<file path="src/rtl/rxstat_pkg.sv">
package rxstat_pkg;

  typedef enum logic [1:0] {
    CLS_UNI   = 2'd0,
    CLS_MULTI = 2'd1,
    CLS_BCAST = 2'd2,
    CLS_RSVD  = 2'd3
  } frm_class_e;

  localparam int unsigned CRC_BYTES  = 4;
  localparam int unsigned NUM_BINS   = 6;
  localparam int unsigned NO_BIN     = NUM_BINS;

  // packet tally slots (also their read addresses)
  localparam int unsigned IDX_OVER   = 0;
  localparam int unsigned IDX_TOTAL  = 1;
  localparam int unsigned IDX_GOOD   = 2;
  localparam int unsigned IDX_BCAST  = 3;
  localparam int unsigned IDX_MCAST  = 4;
  localparam int unsigned IDX_BIN0   = 5;
  localparam int unsigned NUM_TALLY  = IDX_BIN0 + NUM_BINS;

  localparam int unsigned ADDR_W        = 4;
  localparam int unsigned ADDR_OCT_T_LO = NUM_TALLY;
  localparam int unsigned ADDR_OCT_T_HI = NUM_TALLY + 1;
  localparam int unsigned ADDR_OCT_G_LO = NUM_TALLY + 2;
  localparam int unsigned ADDR_OCT_G_HI = NUM_TALLY + 3;

  // length check against the ceiling selected by the jumbo control
  function automatic logic len_exceeds(input int unsigned len,
                                       input logic        jumbo,
                                       input int unsigned short_max,
                                       input int unsigned long_max);
    int unsigned ceiling;
    ceiling = jumbo ? long_max : short_max;
    return len > ceiling;
  endfunction

  // histogram slot from the on-wire length (CRC included)
  function automatic int unsigned bin_of(input int unsigned wire_len);
    if (wire_len < 64)        return NO_BIN;
    else if (wire_len == 64)  return 0;
    else if (wire_len < 128)  return 1;
    else if (wire_len < 256)  return 2;
    else if (wire_len < 512)  return 3;
    else if (wire_len < 1024) return 4;
    else                      return 5;
  endfunction

endpackage

</file>
<file path="src/rtl/rxstat_sat_ctr.sv">
module rxstat_sat_ctr #(
  parameter int unsigned W      = 32,
  parameter int unsigned STEP_W = 1
) (
  input  logic              clk,
  input  logic              rst_n,
  input  logic              inc_en,
  input  logic [STEP_W-1:0] step,
  output logic [W-1:0]      value
);
  localparam int unsigned SUM_W = ((W > STEP_W) ? W : STEP_W) + 1;
  localparam logic [W-1:0] MAXV = {W{1'b1}};

  function automatic logic [W-1:0] sat_add(input logic [W-1:0] cur,
                                           input logic [STEP_W-1:0] amt);
    logic [SUM_W-1:0] sum;
    sum = SUM_W'(cur) + SUM_W'(amt);
    if (sum > SUM_W'(MAXV)) return MAXV;
    return sum[W-1:0];
  endfunction

  logic [W-1:0] next_value;
  assign next_value = inc_en ? sat_add(value, step) : value;

  always_ff @(posedge clk) begin
    if (!rst_n) value <= '0;
    else        value <= next_value;
  end

  // a full counter stays full
  a_r9_hold_at_max: assert property (@(posedge clk) disable iff (!rst_n)
    (value == MAXV) |=> (value == MAXV));
  // no wrap, never decreases
  a_r9_no_decrease: assert property (@(posedge clk) disable iff (!rst_n)
    1'b1 |=> (value >= $past(value)));
  // reads and idle cycles leave the value untouched
  a_r10_idle_stable: assert property (@(posedge clk) disable iff (!rst_n)
    !inc_en |=> $stable(value));

endmodule

</file>
<file path="src/rtl/rxstat_len_gate.sv">
module rxstat_len_gate
  import rxstat_pkg::*;
#(
  parameter int unsigned LEN_W     = 16,
  parameter int unsigned SHORT_MAX = 1518,
  parameter int unsigned LONG_MAX  = 16380
) (
  input  logic             clk,
  input  logic             rst_n,
  input  logic             frm_valid,
  input  logic [LEN_W-1:0] frm_len,
  input  logic             long_en,
  input  logic             keep_bad,
  output logic             oversize_ev,
  output logic             accept_ev,
  output logic             drop_q
);
  logic too_long;

  assign too_long    = len_exceeds(int'(frm_len), long_en, SHORT_MAX, LONG_MAX);
  assign oversize_ev = frm_valid && too_long && !keep_bad;
  assign accept_ev   = frm_valid && !oversize_ev;

  always_ff @(posedge clk) begin
    if (!rst_n) drop_q <= 1'b0;
    else        drop_q <= oversize_ev;
  end

  // short ceiling
  a_r1_short_limit: assert property (@(posedge clk) disable iff (!rst_n)
    (frm_valid && !long_en && !keep_bad && (int'(frm_len) > SHORT_MAX)) |=> drop_q);
  a_r1_short_ok: assert property (@(posedge clk) disable iff (!rst_n)
    (frm_valid && !long_en && (int'(frm_len) <= SHORT_MAX)) |=> !drop_q);
  // jumbo ceiling
  a_r2_long_limit: assert property (@(posedge clk) disable iff (!rst_n)
    (frm_valid && long_en && !keep_bad && (int'(frm_len) > LONG_MAX)) |=> drop_q);
  a_r2_long_ok: assert property (@(posedge clk) disable iff (!rst_n)
    (frm_valid && long_en && (int'(frm_len) <= LONG_MAX)) |=> !drop_q);
  // keep control suppresses every drop
  a_r3_keep_no_drop: assert property (@(posedge clk) disable iff (!rst_n)
    (frm_valid && keep_bad) |=> !drop_q);
  // drop is a single-cycle pulse tied to a strobe
  a_r4_drop_needs_frame: assert property (@(posedge clk) disable iff (!rst_n)
    !frm_valid |=> !drop_q);

endmodule

</file>
<file path="src/rtl/rxstat_rd_mux.sv">
module rxstat_rd_mux
  import rxstat_pkg::*;
#(
  parameter int unsigned CNT_W = 32,
  parameter int unsigned OCT_W = 64
) (
  input  logic [NUM_TALLY*CNT_W-1:0] tally_flat,
  input  logic [OCT_W-1:0]           oct_total,
  input  logic [OCT_W-1:0]           oct_good,
  input  logic [ADDR_W-1:0]          rd_addr,
  output logic [31:0]                rd_data
);
  logic [31:0] tally_word [NUM_TALLY];

  for (genvar g = 0; g < NUM_TALLY; g++) begin : g_word
    if (CNT_W >= 32) begin : g_trim
      assign tally_word[g] = tally_flat[g*CNT_W +: 32];
    end else begin : g_ext
      assign tally_word[g] = 32'(tally_flat[g*CNT_W +: CNT_W]);
    end
  end

  function automatic logic [31:0] half_of(input logic [OCT_W-1:0] v,
                                          input logic upper);
    logic [63:0] wide;
    wide = 64'(v);
    return upper ? wide[63:32] : wide[31:0];
  endfunction

  always_comb begin
    rd_data = '0;
    if (int'(rd_addr) < NUM_TALLY) rd_data = tally_word[rd_addr];
    else if (int'(rd_addr) == ADDR_OCT_T_LO) rd_data = half_of(oct_total, 1'b0);
    else if (int'(rd_addr) == ADDR_OCT_T_HI) rd_data = half_of(oct_total, 1'b1);
    else if (int'(rd_addr) == ADDR_OCT_G_LO) rd_data = half_of(oct_good, 1'b0);
    else if (int'(rd_addr) == ADDR_OCT_G_HI) rd_data = half_of(oct_good, 1'b1);
  end

endmodule

</file>
<file path="src/rtl/rx_len_stats.sv">
module rx_len_stats
  import rxstat_pkg::*;
#(
  parameter int unsigned LEN_W     = 16,
  parameter int unsigned CNT_W     = 32,
  parameter int unsigned OCT_W     = 64,
  parameter int unsigned SHORT_MAX = 1518,
  parameter int unsigned LONG_MAX  = 16380
) (
  input  logic             clk,
  input  logic             rst_n,
  input  logic             frm_valid,
  input  logic [LEN_W-1:0] frm_len,
  input  logic [1:0]       frm_class,
  input  logic             long_en,
  input  logic             keep_bad,
  output logic             drop,
  input  logic [3:0]       rd_addr,
  output logic [31:0]      rd_data
);
  localparam int unsigned WIRE_W = LEN_W + 1;
  localparam logic [CNT_W-1:0] TALLY_MAX = {CNT_W{1'b1}};

  // named internal events
  logic                   oversize_ev;
  logic                   accept_ev;
  logic [WIRE_W-1:0]      wire_len;
  logic [NUM_BINS-1:0]    bin_hit;
  logic [NUM_TALLY-1:0]   tally_inc;
  logic [NUM_TALLY*CNT_W-1:0] tally_flat;
  logic [CNT_W-1:0]       tally_val [NUM_TALLY];
  logic [OCT_W-1:0]       oct_total;
  logic [OCT_W-1:0]       oct_good;
  frm_class_e             cls;

  assign cls      = frm_class_e'(frm_class);
  assign wire_len = WIRE_W'(frm_len) + WIRE_W'(CRC_BYTES);

  rxstat_len_gate #(
    .LEN_W(LEN_W), .SHORT_MAX(SHORT_MAX), .LONG_MAX(LONG_MAX)
  ) u_gate (
    .clk(clk), .rst_n(rst_n), .frm_valid(frm_valid), .frm_len(frm_len),
    .long_en(long_en), .keep_bad(keep_bad),
    .oversize_ev(oversize_ev), .accept_ev(accept_ev), .drop_q(drop)
  );

  for (genvar b = 0; b < NUM_BINS; b++) begin : g_bin
    assign bin_hit[b] = accept_ev && (bin_of(int'(wire_len)) == b);
  end

  always_comb begin
    tally_inc             = '0;
    tally_inc[IDX_OVER]   = oversize_ev;
    tally_inc[IDX_TOTAL]  = accept_ev;
    tally_inc[IDX_GOOD]   = accept_ev;
    tally_inc[IDX_BCAST]  = accept_ev && (cls == CLS_BCAST);
    tally_inc[IDX_MCAST]  = accept_ev && (cls == CLS_MULTI);
    tally_inc[IDX_BIN0 +: NUM_BINS] = bin_hit;
  end

  for (genvar t = 0; t < NUM_TALLY; t++) begin : g_tally
    rxstat_sat_ctr #(.W(CNT_W), .STEP_W(1)) u_ctr (
      .clk(clk), .rst_n(rst_n), .inc_en(tally_inc[t]), .step(1'b1),
      .value(tally_val[t])
    );
    assign tally_flat[t*CNT_W +: CNT_W] = tally_val[t];
  end

  rxstat_sat_ctr #(.W(OCT_W), .STEP_W(WIRE_W)) u_oct_total (
    .clk(clk), .rst_n(rst_n), .inc_en(accept_ev), .step(wire_len),
    .value(oct_total)
  );

  rxstat_sat_ctr #(.W(OCT_W), .STEP_W(WIRE_W)) u_oct_good (
    .clk(clk), .rst_n(rst_n), .inc_en(accept_ev), .step(wire_len),
    .value(oct_good)
  );

  rxstat_rd_mux #(.CNT_W(CNT_W), .OCT_W(OCT_W)) u_rd (
    .tally_flat(tally_flat), .oct_total(oct_total), .oct_good(oct_good),
    .rd_addr(rd_addr), .rd_data(rd_data)
  );

  // a frame lands in at most one bin
  a_r7_one_bin: assert property (@(posedge clk) disable iff (!rst_n)
    $onehot0(bin_hit));
  // short frames land nowhere
  a_r7_runt_no_bin: assert property (@(posedge clk) disable iff (!rst_n)
    (int'(wire_len) < 64) |-> (bin_hit == '0));
  // an oversize drop freezes the packet tallies
  a_r4_drop_freezes_total: assert property (@(posedge clk) disable iff (!rst_n)
    drop |-> (tally_val[IDX_TOTAL] == $past(tally_val[IDX_TOTAL])));
  // and advances the oversize tally unless full
  a_r4_drop_counts: assert property (@(posedge clk) disable iff (!rst_n)
    (drop && ($past(tally_val[IDX_OVER]) != TALLY_MAX)) |->
    (tally_val[IDX_OVER] == $past(tally_val[IDX_OVER]) + 1'b1));
  // unicast frames leave the class tallies alone
  a_r6_unicast_quiet: assert property (@(posedge clk) disable iff (!rst_n)
    (accept_ev && (cls == CLS_UNI || cls == CLS_RSVD)) |=>
    ($stable(tally_val[IDX_BCAST]) && $stable(tally_val[IDX_MCAST])));
  // the two packet tallies march together until saturation
  a_r5_pair_equal: assert property (@(posedge clk) disable iff (!rst_n)
    tally_val[IDX_TOTAL] == tally_val[IDX_GOOD]);
  // the two octet accumulators march together
  a_r8_oct_equal: assert property (@(posedge clk) disable iff (!rst_n)
    oct_total == oct_good);

endmodule

</file>
<file path="config.mk">
export PLATFORM = sky130hd
export DESIGN_NAME = rx_len_stats
export DESIGN_NICKNAME = d
export VERILOG_FILES = /design/src/rtl/rxstat_pkg.sv /design/src/rtl/rxstat_sat_ctr.sv /design/src/rtl/rxstat_len_gate.sv /design/src/rtl/rxstat_rd_mux.sv /design/src/rtl/rx_len_stats.sv
export SDC_FILE = /design/constraint.sdc
export NUM_CORES = 1
export LEC_CHECK = 0
export ABC_AREA = 1
export BUFFER_PORTS_ARGS = -buffer_cell sky130_fd_sc_hd__buf_2
export CAP_MARGIN = 20
export CORE_ASPECT_RATIO = 1.75
export CORE_MARGIN = 5
export CORE_UTILIZATION = 25
export DETAILED_ROUTE_END_ITERATION = 10
export PLACE_DENSITY_LB_ADDON = 0.1
export SYNTH_ARGS = -nofsm -noshare
export SYNTH_HDL_FRONTEND = slang
export SYNTH_SLANG_ARGS = --single-unit
</file>
<file path="constraint.sdc">
create_clock -name clk -period 3.68 [get_ports clk]
set_input_delay 0.736 -clock clk [delete_from_list [all_inputs] [get_ports clk]]
set_output_delay 0.736 -clock clk [all_outputs]
set_load 0.005 [all_outputs]
</file>
==> impl_metrics.tcl <==
set metrics [dict create \
    status "finished with violations" \
    violations "negative setup slack" \
    drive_gt1_share_pct 9.76 \
    yosysMostFrequentCell "nand2_1" \
    avgSynthCellArea_sq_um 5.81 \
    worstPathRequired_ns 2.94 \
    min_period_over_period_pct 100 \
    ys_types 58 \
    synth-async-reset-ratio_pct 0 \
    end_kind "output pin" \
    routed_wl_um 204000 \
    clkLatencyLatePin_ns 0.69 \
    synth.ff_latch_count 481 \
    whs_ns 0.516 \
    cts_hold_buf 0 \
    ys_seq_area_share_pct 24.1 \
    num_rows 194 \
    synth_xor_area_share_pct 6.67 \
    p_int_mw 10.3 \
    synthMuxAreaShare_pct 0 \
    vias_per_cell 4.96 \
    gr-total-overflow 0 \
    grtUsageMet1_pct 24.9 \
    path_clk_slew_ns 0.07 \
    gr-usage-all-layers_pct 23.3 \
    vias 45865 \
    first_global_vias 45829 \
    ir_worst_vdd_v 0.000365 \
    cp-start-kind "input pin" \
    final_core_util_pct 29.9 \
    cellPowerDensity_nw_per_um2 321 \
    first_pass_iters 7 \
    yosys.area.top_type "dfxtp_1" \
    finalSetupViolCount 1 \
    hold_viol 0 \
    p_leak_nw 21.0 \
    root_buffer "clkbuf_16" \
    synth_top_cell_area_share_pct 24.1 \
    cp_slowest_cell "buf_2" \
    start_util_pct 25.1 \
    crit_fanout 24 \
    grt_antenna_before_repair 4 \
    clock-sinks 481 \
    fp.dieW_um 312 \
    grt_pass1_wl_um 299000 \
    grt_max_degree 150 \
    p_comb_share_pct 18.3 \
    core_area_sq_um 159000 \
    cts_buffer_depth 3 \
    busiest_layer "met2" \
    ys_warn_count 0 \
    dp_slack_ns -0.738 \
    path_cells "buf_2 > inv_2 > nand2_4 > buf_12 > buf_4 > o22ai_1 > a21oi_1 > o211ai_1 > o311ai_1 > buf_2 > buf_4 > o2111ai_1 > buf_4 > buf_2" \
    io_buffers 59 \
    drc 0 \
    nets 7226 \
    maxCapViolCount 0 \
    power.total_mw 15.3 \
    place_congestion 0.958 \
    synth-simple-area-share_pct 37.0 \
    cts_tree "done" \
    p_sw_mw 4.95 \
    antenna_left 0 \
    ios 60 \
    relSlewSlack_pct 40.1 \
    grtUsageMet2_pct 45.0 \
    seq_power_share_pct 38.7 \
    synthTopCellsByArea "dfxtp_1 (24%), nand2_1 (14%), inv_1 (11%)" \
    worstMarginPinSlew_ns 0.891 \
    finalWorstSetupSlack_ns -0.00693 \
    area_growth_pct 19.3 \
    synth_area_sq_um 39900 \
    drt_iter0_markers 3049 \
    stdcell_count 9240 \
    fmax_mhz 271 \
    cts_buffers 58 \
    clkPwrFrac_pct 43.0 \
    path_class "in -> out" \
    fin_skew_ns 0.0169 \
    hold_class "reg -> reg" \
    period_needed_ns 3.69 \
    max_stage_delay_ns 0.23 \
    netlist_instances 6861 \
    synth_common_cells "nand2_1 (1,508), inv_1 (1,133), nor2_1 (934)" \
    dieArea_sq_um 168000 \
    synth_top_family_by_area "simple AND/OR/NAND/NOR gates" \
    synth-edff-count 0 \
    synthAdderAreaFrac_pct 2.08 \
    syn_nets 6953 \
    hpwl_um 164000 \
    fp.dieH_um 538 \
    ys.flop_type "dfxtp_1" \
    maxSlewViolCount 0 \
    arrival_ns 2.95 \
    use_met3_pct 2.14 \
    wl_per_cell_um 22.1 \
    synth_compound_area_share_pct 16.3 \
    switching_share_pct 32.4 \
    place_inst 9132 \
    htreeDepth 2 \
]
==> final cells by class <==
class	instances	area (sq um)
fillers	18171	112000
multi-input cells	4952	25000
flip-flops and latches	481	9630
inverters	1152	4340
repair buffers	489	4020
well taps	2058	2570
clock buffers	80	1690
clock inverters	25	370
diodes	3	7.51
==> power groups by stage <==
stage | Combinational (mW) | Clock (mW) | Sequential [mW]
finish | 2.80 | 6.57 | 5.92
global placement | 2.79 | 0 | 6.03
floorplan | 1.50 | 0 | 5.80
CTS | 2.81 | 6.81 | 5.91
global route | 3.06 | 6.93 | 5.94
detailed placement | 2.78 | 0 | 6.02
==> cells by family after synthesis <==
kind of cell | after synthesis
AOI/OAI and AO/OA | 1123
xor gates and xnor gates | 303
adders and majority gates | 65
buffers and inverters | 1428
DFF | 481
and+or+nand+nor | 3461
==> cells in the final DEF (no fill, tap or decap), drive strengths merged, types with 3 or more instances in the layout <==
| master | netlist | routed |
|---|---|---|
| clkinvlp | 0 | 5 |
| o2111ai | 25 | 25 |
| a41oi | 5 | 5 |
| o21ai | 270 | 270 |
| nand3 | 578 | 578 |
| nand4 | 134 | 134 |
| or2 | 12 | 12 |
| and2 | 4 | 4 |
| o221ai | 13 | 13 |
| clkinv | 9 | 18 |
| clkbuf | 192 | 80 |
| a21o | 4 | 4 |
| xnor2 | 41 | 41 |
| bufinv | 0 | 9 |
| a31o | 3 | 3 |
| dfxtp | 481 | 481 |
| nor3b | 6 | 6 |
| o22ai | 123 | 123 |
| nor4 | 33 | 33 |
| nor2 | 966 | 966 |
| o311ai | 21 | 21 |
| xor2 | 262 | 262 |
| inv | 1143 | 1145 |
| a21oi | 460 | 460 |
| o21bai | 7 | 7 |
| buf | 84 | 489 |
| nand2 | 1512 | 1512 |
| and3 | 5 | 5 |
| o211ai | 24 | 24 |
| a31oi | 102 | 102 |
| ha | 63 | 63 |
| diode | 0 | 3 |
| nor3 | 194 | 194 |
| a221oi | 58 | 58 |
| nand3b | 14 | 14 |
==> layer usage <==
layer | up-vias | wire length, um
li1 | 22774 | -
met1 | 21611 | 76100
met2 | 1124 | 108000
met3 | 356 | 7310
met4 | 0 | 12900
met5 | - | 0
==> what timing repair did <==
item                                    CTS  global route
resized for setup                        28            11
endpoints found under the setup margin   16            11
pin swaps                                 1             1
buffers inserted                          0             0
==> worst max-delay path, delay by kind of cell <==
kind,cells,cell delay (ns)
AOI/OAI and AO/OA,5,0.75
buffers and inverters,8,1.32
and+or+nand+nor,1,0.11
==> sequential cells by signal (all words and copies together), names as in the netlist <==
| signal | cells |
|---|---|
| u_oct_total.value | 64 |
| u_gate.drop_q | 1 |
| u_oct_good.value | 64 |
| g_tally.u_ctr.value | 352 |
==> stage by stage <==
stage | cell area [sq um] | setup TNS [ns]
finish | 47600 | -0.00693
global route | 47600 | -0.00458
CTS | 47500 | 0
detailed placement | 45400 | -21.19
global placement | 45300 | -21.68
floorplan | 39900 | 0
==> path summary, 6_finish.rpt <==
path | slack (ns) | endpoint | startpoint | cells after the start
min reg2reg | 0.52 | u_oct_good.value[0]$_SDFFE_PN0P_ | u_oct_good.value[0]$_SDFFE_PN0P_ | 2
max | -0.007 | rd_data[20] | rd_addr[0] | 14
min | 0.52 | u_oct_good.value[0]$_SDFFE_PN0P_ | u_oct_good.value[0]$_SDFFE_PN0P_ | 2
max reg2reg | 0.38 | u_oct_total.value[51]$_SDFFE_PN0P_ | u_oct_total.value[0]$_SDFFE_PN0P_ | 14
(Power assumes the default switching activity.)
